**src/rtl/sbs_pkg.sv**
```systemverilog
package sbs_pkg;

    typedef enum logic [2:0] {
        PM_NONE  = 3'b000,
        PM_ODD   = 3'b001,
        PM_EVEN  = 3'b010,
        PM_MARK  = 3'b011,
        PM_SPACE = 3'b100
    } par_mode_e;

    typedef enum logic [2:0] {
        ST_IDLE,
        ST_ARM,
        ST_START,
        ST_DATA,
        ST_PARITY,
        ST_STOP
    } tx_state_e;

endpackage

```
**src/rtl/sbs_parity_gen.sv**
```systemverilog
module sbs_parity_gen
    import sbs_pkg::*;
#(
    parameter int DATA_W = 8
) (
    input  logic [DATA_W-1:0] data_i,
    input  logic [2:0]        mode_i,
    output logic              par_bit_o,
    output logic              par_en_o
);

    logic ones_odd;

    assign ones_odd = ^data_i;

    always_comb begin
        par_bit_o = 1'b0;
        par_en_o  = 1'b1;
        case (mode_i)
            PM_ODD:   par_bit_o = ~ones_odd;
            PM_EVEN:  par_bit_o = ones_odd;
            PM_MARK:  par_bit_o = 1'b1;
            PM_SPACE: par_bit_o = 1'b0;
            default:  par_en_o  = 1'b0;
        endcase
    end

endmodule

```
**src/rtl/sbs_shift_reg.sv**
```systemverilog
module sbs_shift_reg #(
    parameter int DATA_W = 8
) (
    input  logic              clk,
    input  logic              rst,
    input  logic              load_i,
    input  logic [DATA_W-1:0] load_data_i,
    input  logic              shift_i,
    output logic              ser_bit_o,
    output logic              last_bit_o
);

    localparam int CNT_W = (DATA_W > 1) ? $clog2(DATA_W) : 1;
    localparam logic [CNT_W-1:0] LAST_IDX = CNT_W'(DATA_W - 1);

    logic [DATA_W-1:0] sreg_q;
    logic [CNT_W-1:0]  idx_q;

    always_ff @(posedge clk) begin
        if (rst) begin
            sreg_q <= '0;
            idx_q  <= '0;
        end else if (load_i) begin
            sreg_q <= load_data_i;
            idx_q  <= '0;
        end else if (shift_i) begin
            sreg_q <= sreg_q >> 1;
            idx_q  <= idx_q + 1'b1;
        end
    end

    assign ser_bit_o  = sreg_q[0];
    assign last_bit_o = (idx_q == LAST_IDX);

endmodule

```
**src/rtl/serial_byte_sender.sv**
```systemverilog
module serial_byte_sender
    import sbs_pkg::*;
#(
    parameter int DATA_W = 8,
    parameter int MODE_W = 3
) (
    input  logic              clk,
    input  logic              rst,
    input  logic [DATA_W-1:0] in_data,
    input  logic              in_valid,
    output logic              in_ready,
    input  logic [MODE_W-1:0] mode_sel,
    input  logic              baud_tick,
    output logic              line_out,
    output logic              busy,
    output logic              done_pulse
);

    tx_state_e state_q, state_d;
    logic      accept;
    logic      par_bit_now, par_en_now;
    logic      par_bit_q, par_en_q;
    logic      ser_bit, last_bit;
    logic      shift_en;
    logic      done_q;

    assign accept   = in_valid && (state_q == ST_IDLE);
    assign shift_en = (state_q == ST_DATA) && baud_tick;

    sbs_parity_gen #(.DATA_W(DATA_W)) u_par (
        .data_i    (in_data),
        .mode_i    (3'(mode_sel)),
        .par_bit_o (par_bit_now),
        .par_en_o  (par_en_now)
    );

    sbs_shift_reg #(.DATA_W(DATA_W)) u_shift (
        .clk         (clk),
        .rst         (rst),
        .load_i      (accept),
        .load_data_i (in_data),
        .shift_i     (shift_en),
        .ser_bit_o   (ser_bit),
        .last_bit_o  (last_bit)
    );

    // next-state decode
    always_comb begin
        state_d = state_q;
        unique case (state_q)
            ST_IDLE:   if (accept)    state_d = ST_ARM;
            ST_ARM:    if (baud_tick) state_d = ST_START;
            ST_START:  if (baud_tick) state_d = ST_DATA;
            ST_DATA:   if (baud_tick && last_bit)
                           state_d = par_en_q ? ST_PARITY : ST_STOP;
            ST_PARITY: if (baud_tick) state_d = ST_STOP;
            ST_STOP:   if (baud_tick) state_d = ST_IDLE;
            default:   state_d = ST_IDLE;
        endcase
    end

    // state register, captured frame settings, end-of-frame event
    always_ff @(posedge clk) begin
        if (rst) begin
            state_q   <= ST_IDLE;
            par_bit_q <= 1'b0;
            par_en_q  <= 1'b0;
            done_q    <= 1'b0;
        end else begin
            state_q <= state_d;
            done_q  <= (state_q == ST_STOP) && baud_tick;
            if (accept) begin
                par_bit_q <= par_bit_now;
                par_en_q  <= par_en_now;
            end
        end
    end

    // output decode
    always_comb begin
        line_out = 1'b1;
        unique case (state_q)
            ST_IDLE, ST_ARM, ST_STOP: line_out = 1'b1;
            ST_START:                 line_out = 1'b0;
            ST_DATA:                  line_out = ser_bit;
            ST_PARITY:                line_out = par_bit_q;
            default:                  line_out = 1'b1;
        endcase
        in_ready   = (state_q == ST_IDLE);
        busy       = (state_q != ST_IDLE);
        done_pulse = done_q;
    end

    p_idle_line_r1: assert property (@(posedge clk) disable iff (rst)
        !busy |-> line_out);

    p_accept_r3: assert property (@(posedge clk) disable iff (rst)
        (in_valid && in_ready) |=> (busy && !in_ready));

    p_start_after_arm_r4: assert property (@(posedge clk) disable iff (rst)
        (state_q == ST_ARM && baud_tick) |=> !line_out);

    p_no_move_between_ticks_r4: assert property (@(posedge clk) disable iff (rst)
        (busy && !baud_tick) |=> $stable(line_out));

    p_done_single_r10: assert property (@(posedge clk) disable iff (rst)
        done_pulse |=> !done_pulse);

    p_done_ready_r10: assert property (@(posedge clk) disable iff (rst)
        done_pulse |-> (in_ready && line_out));

endmodule

```
**config.mk**
```make
export PLATFORM = sky130hd
export DESIGN_NAME = serial_byte_sender
export DESIGN_NICKNAME = d
export VERILOG_FILES = /design/src/rtl/sbs_pkg.sv /design/src/rtl/sbs_parity_gen.sv /design/src/rtl/sbs_shift_reg.sv /design/src/rtl/serial_byte_sender.sv
export SDC_FILE = /design/constraint.sdc
export NUM_CORES = 1
export LEC_CHECK = 0
export ABC_AREA = 1
export ABC_CLOCK_PERIOD_IN_PS = 2600
export BUFFER_PORTS_ARGS = -buffer_cell sky130_fd_sc_hd__buf_2
export CORE_AREA = 8 8 46 84
export DETAILED_ROUTE_END_ITERATION = 10
export DIE_AREA = 0 0 54 92
export GPL_TIMING_DRIVEN = 0
export PLACE_DENSITY = 0.61
export SLEW_MARGIN = 40
export SYNTH_ARGS = -nofsm -noshare
export SYNTH_HDL_FRONTEND = slang
export SYNTH_SLANG_ARGS = --single-unit
```
**constraint.sdc**
```tcl
create_clock -name clk -period 2.6 [get_ports clk]
set_clock_uncertainty 0.05 [all_clocks]
set_input_delay 0.52 -clock clk [delete_from_list [all_inputs] [get_ports clk]]
set_output_delay 0.52 -clock clk [all_outputs]
set_load 0.03 [all_outputs]
```
* Word-level counts from Yosys, hierarchy flattened *
Cells that the tools add are included.
W data, S select, Z words.

word-level totals
  word-level logic and storage cells = 48
  register bits = 17

operators by class
  reduce and logical (&&, ||, !) cells = 11
  equal/unequal tests = 16
  bitwise operators = 1
  multiplexer cells = 13
  add/sub/neg operators = 1

operators by type and width
  kind                   count
  $mux W3                6
  $pmux W3 S6            1
  $mux W8                2
  $eq A3 B2 Y1 const B   4
  $eq A3 B3 Y1 const B   4
  $ne A2 B2 Y1 const B   4
  $reduce_xor A8 Y1      1
  $eq A3 B1 Y1 const B   2
  $pmux W1 S3            2
  $reduce_and A6 Y1      1
  $logic_and A1 B1 Y1    4
  $ne A2 B1 Y1 const B   2
  $reduce_or A4 Y1       1
  $add A3 B1 Y3 const B  1
  $logic_not A3 Y1       1
  $reduce_bool A3 Y1     1
  $mux W1                2
  $reduce_bool A2 Y1     1
  $reduce_or A2 Y1       1
  $not A1 Y1             1

* Longest topological paths before layout *
  word-level depth = 4
  depth in mapped cells = 11
  gate-level depth less buffers = 11

* Modules after synthesis *
Synthesis repeated with hierarchy kept, for this count alone.

second synthesis, totals
  cell total of the unflattened synthesis = 193
  area total of the unflattened synthesis = 1158.6 sq um

by module, submodules not included
  module              instances  cells an instance  area each (sq um)  seq. area each (sq um)
  sbs_shift_reg       1          77                 531.8              220.2
  serial_byte_sender  1          58                 386.6              120.1
  sbs_parity_gen      1          58                 240.2              0.0

* Least setup slack after synthesis *
No wires, ideal clock.

  path type = register to output
  start = reg state_q[0]
  end = out line_out
  cell stages (with the launch flop) = 7
  buffers on the path = 0
  setup slack = 1.122 ns
  required time = 2.030 ns
  arrival = 0.908 ns
  cells stage by stage = dfxtp_1 -> inv_1 -> nand2_4 -> inv_2 -> nand2_1 -> o22ai_1 -> nand2_1

between the ends
  longest elaborated chain between the ends = 2

ends and longest elaborated chain
  element                                       RTL line                  text
  start, declared                               serial_byte_sender.sv:19  tx_state_e state_q, state_d;
  start signal, assigned                        serial_byte_sender.sv:70  state_q <= state_d;
  $eq A3 B3 Y1 or $eq A3 B2 Y1 (tied branches)  serial_byte_sender.sv:82  unique case (state_q)
  $pmux W1 S3 (*)                               serial_byte_sender.sv:82
  end, declared                                 serial_byte_sender.sv:14  output logic line_out,

Every way passes the cells marked *; elsewhere a longest branch is shown, timed or not.

* Worst setup path in the final report *
Ends and elaborated chain as after synthesis.

==> flow_metrics.tcl <==
set metrics [dict create \
    num_antenna_cells 0 \
    clock_tree.root_cell "sky130_fd_sc_hd__clkbuf_8" \
    critical_path.startpoint_type "flip-flop" \
    synthDistinctLibCells 27 \
    cp.arrival_ns 1.29 \
    layout_worst_path_cycle_share 0.716 \
    most_numerous_cell_on_the_critical_path "sky130_fd_sc_hd__nand2_1" \
    worst_setup_path_end_kind "primary output" \
    initial_utilization 0.382 \
    tritoncts "yes" \
    crit-reg2reg-capture "state_q[2]$_SDFFE_PP0P_" \
    power_frac_comb 0.504 \
    antenna_found_initial 0 \
    detail-route-antenna-nets 0 \
    area.growth.synth_to_final_pct 16.2 \
    peak_supply_drop_v 0.000332 \
    critPathRequiredTime_ns 2.03 \
    worstRegToRegCells 7 \
    first_global_vias 1044 \
    final.fill_count 307 \
    crit_fanout 3 \
    clock_sinks 17 \
    ys_top_cells_by_area "sky130_fd_sc_hd__dfxtp_1 32%, sky130_fd_sc_hd__nand2_1 20%, sky130_fd_sc_hd__nand2_4 6.4%" \
    drv.max_cap_violation_count 0 \
    synth_largest_area_cell "sky130_fd_sc_hd__dfxtp_1" \
    depth_of_the_worst_hold_timing_path 2 \
    drt_pre_antenna_iters 4 \
    worstSkewPairLatency_ns 0.25 \
    globalRouteTotalUtil 0.110 \
    ctsHoldBuffers 0 \
    max_slew.worst_pin.slew_ns 0.495 \
    holdCritPathClass "flip-flop to flip-flop" \
    cp_cell_sequence "inv_1 -> nand2_4 -> inv_2 -> nand2_1 -> o22ai_1 -> nand2_1 -> buf_2" \
    routed_wire_length_per_instance_um 11.7 \
    synth-edff-count 0 \
    setup-violations-final 0 \
    postSynth.asyncResetShare 0 \
    chipHeight_um 92 \
    hold_violation_total_from_the_final_report 0 \
    power_mw 1.09 \
    timing.max_slew.rel_slack 0.670 \
    yosys_register_bits 17 \
    cts_buffer_depth 2 \
    cell_area_after_technology_mapping_sq_um 1060 \
    clock.fmax_mhz 537 \
    cts_max_level 1 \
    first_pass_grt_wire_length_mm 4.27 \
    syn-mean-instance-area_sq_um 6.73 \
    whs_endpoint "u_shift.sreg_q[7]$_SDFFE_PP0P_" \
    tns_ns 0 \
    fin_nets 197 \
    grt_max_degree 11 \
    cts_made_buffers 3 \
    power.leakage_nw 0.612 \
    buffer_ports.inserted 18 \
    timing_worst_setup_path_type "flip-flop to primary output" \
    place.detailed.instances 204 \
    fp.dieW_um 54 \
    power.sequential.fraction 0.314 \
    drcViolationCount 0 \
    power.share.clock 0.182 \
    timing.critical_path.slowest_stage_cell "sky130_fd_sc_hd__dfxtp_1" \
    min_from "u_shift.sreg_q[7]$_SDFFE_PP0P_" \
    number_of_core_rows 27 \
    ys_seq_area_frac 0.322 \
    rsz0062_at_grt "false" \
    post_drt_via_cell_ratio 4.89 \
    worst-r2r-setup-slack_ns 1.29 \
    startpoint "state_q[0]$_SDFFE_PP0P_" \
    post_synth_inst_count 157 \
    proportion_of_netlist_area_held_by_the_largest_area_contributor 0.322 \
    clk_pin_slew_ns 0.07 \
    synth_top_flop_cell "sky130_fd_sc_hd__dfxtp_1" \
    layout_min_cycle_time_ns 1.86 \
    family_with_the_most_delay_on_the_worst_path "buffers and inverters" \
    result_of_the_run "complete, no violations" \
    internal_power_mw 0.591 \
    num_io_pins 19 \
    placedInstanceArea_sq_um 1180 \
    switching_share 0.456 \
    final-max-slew-violation-count 0 \
    switchingPower_mw 0.496 \
    post-synth-top-count-cell "sky130_fd_sc_hd__nand2_1" \
    post_cts_buffers 0 \
    core_sq_um 2770 \
    floorplan.die_area_sq_um 4970 \
    worst_r2r_startpoint "state_q[1]$_SDFFE_PP0P_" \
    place_congestion 0.845 \
    power_per_cell_area_nw_per_um2 884 \
    global_route.overflow_total 0 \
    final_cell_area_sq_um 1230 \
    critical_path.n_buffers_inverters 3 \
    drt-initial-drc-count 30 \
    place_hpwl_mm 2.05 \
    finalWirelength_mm 2.43 \
    synth.net_count 174 \
    vias 1017 \
    delay_of_the_slowest_cell_on_the_worst_path_ns 0.32 \
    drive_above_1_share 0.251 \
    layout.cells.non_filler 208 \
    synth.cells.most_frequent "56 x sky130_fd_sc_hd__nand2_1, 17 x sky130_fd_sc_hd__dfxtp_1, 16 x sky130_fd_sc_hd__inv_1" \
    synth-warning-count 0 \
    cts_resized 0 \
    final_core_utilization 0.444 \
]
==> metrics by stage <==
| step | hold WS [ns] | worst slack (ns) |
|---|---|---|
| 6_report | 0.422 | 0.738 |
| 5_1_grt | 0.434 | 0.634 |
| 4_1_cts | 0.425 | 0.734 |
| 3_5_place_dp | 0.415 | 1.01 |
| 3_3_place_gp | 0.403 | 1.00 |
| 2_1_floorplan | 0.376 | 1.12 |
==> flip-flops by register name, summed over array words and instances, names as in the netlist <==
register / count
u_shift.sreg_q: 8
par_bit_q: 1
par_en_q: 1
done_pulse: 1
state_q: 3
u_shift.idx_q: 3
==> logic make-up (layout without fill, tap and decap cells) <==
kind of cell | count (synthesis) | after routing | share of synthesized area
buffers and inverters | 25 | 47 | 0.104
xor gates and xnor gates | 2 | 2 | 0.0166
and+or+nand+nor | 90 | 90 | 0.412
AOI/OAI and AO/OA | 21 | 21 | 0.122
DFF | 17 | 17 | 0.322
adders and majority gates | 2 | 2 | 0.0237
==> routing by layer <==
metal / part of all wire / GRT usage / wire length [um]
met1: 0.40 / 0.118 / 969
met2: 0.52 / 0.188 / 1260
met3: 0.053 / 0.0227 / 129
met4: 0.031 / 0.0599 / 76
met5: 0 / 0 / 0
==> power groups by stage <==
stage               Combinational [mW]  Sequential (mW)  Clock, mW
global placement                 0.544            0.345          0
detailed placement               0.552            0.346          0
finish                           0.548            0.341      0.197
global route                     0.606            0.347      0.214
CTS                              0.554            0.341      0.204
floorplan                        0.435            0.338          0
==> worst max path at each step <==
stage / end / cells after the start
final: line_out / 7
after global routing: line_out / 5
after CTS: line_out / 7
after detailed placement: line_out / 7
after global placement: line_out / 5
after floorplan: line_out / 6
==> cell type report <==
cell class | instances | area (sq um) | area share
Multi-Input combinational cell | 115 | 607 | 0.494
Sequential cell | 17 | 340 | 0.277
Clock buffer | 4 | 45.0 | 0.0367
Buffer | 2 | 11.3 | 0.00916
Tap cell | 29 | 36.3 | 0.0295
Inverter | 23 | 98.8 | 0.0804
Timing Repair Buffer | 18 | 90.1 | 0.0733
==> layout by cell type, fill, tap and decap left out, types with 2 or more instances in the layout <==
master / n
sky130_fd_sc_hd__a21oi_1: 7
sky130_fd_sc_hd__a31oi_1: 6
sky130_fd_sc_hd__buf_2: 18
sky130_fd_sc_hd__clkbuf_1: 2
sky130_fd_sc_hd__clkbuf_8: 3
sky130_fd_sc_hd__dfxtp_1: 17
sky130_fd_sc_hd__ha_1: 2
sky130_fd_sc_hd__inv_1: 16
sky130_fd_sc_hd__inv_2: 4
sky130_fd_sc_hd__nand2_1: 56
sky130_fd_sc_hd__nand2_2: 3
sky130_fd_sc_hd__nand2_4: 6
sky130_fd_sc_hd__nand3_1: 11
sky130_fd_sc_hd__nor2_1: 7
sky130_fd_sc_hd__nor2_2: 3
sky130_fd_sc_hd__nor2_4: 2
sky130_fd_sc_hd__o21ai_0: 2
sky130_fd_sc_hd__o21ai_1: 2
sky130_fd_sc_hd__o22ai_1: 2
==> worst reg2reg max path: stages, from the launching register on <==
cell	delay (ns)
sky130_fd_sc_hd__dfxtp_1	0.39
sky130_fd_sc_hd__nand2_1	0.15
sky130_fd_sc_hd__nand3_2	0.13
sky130_fd_sc_hd__nand2_2	0.07
sky130_fd_sc_hd__a21oi_4	0.18
sky130_fd_sc_hd__nand2_2	0.09
sky130_fd_sc_hd__nand2_1	0.07
sky130_fd_sc_hd__a21oi_1	0.05
(Power assumes the default switching activity.)
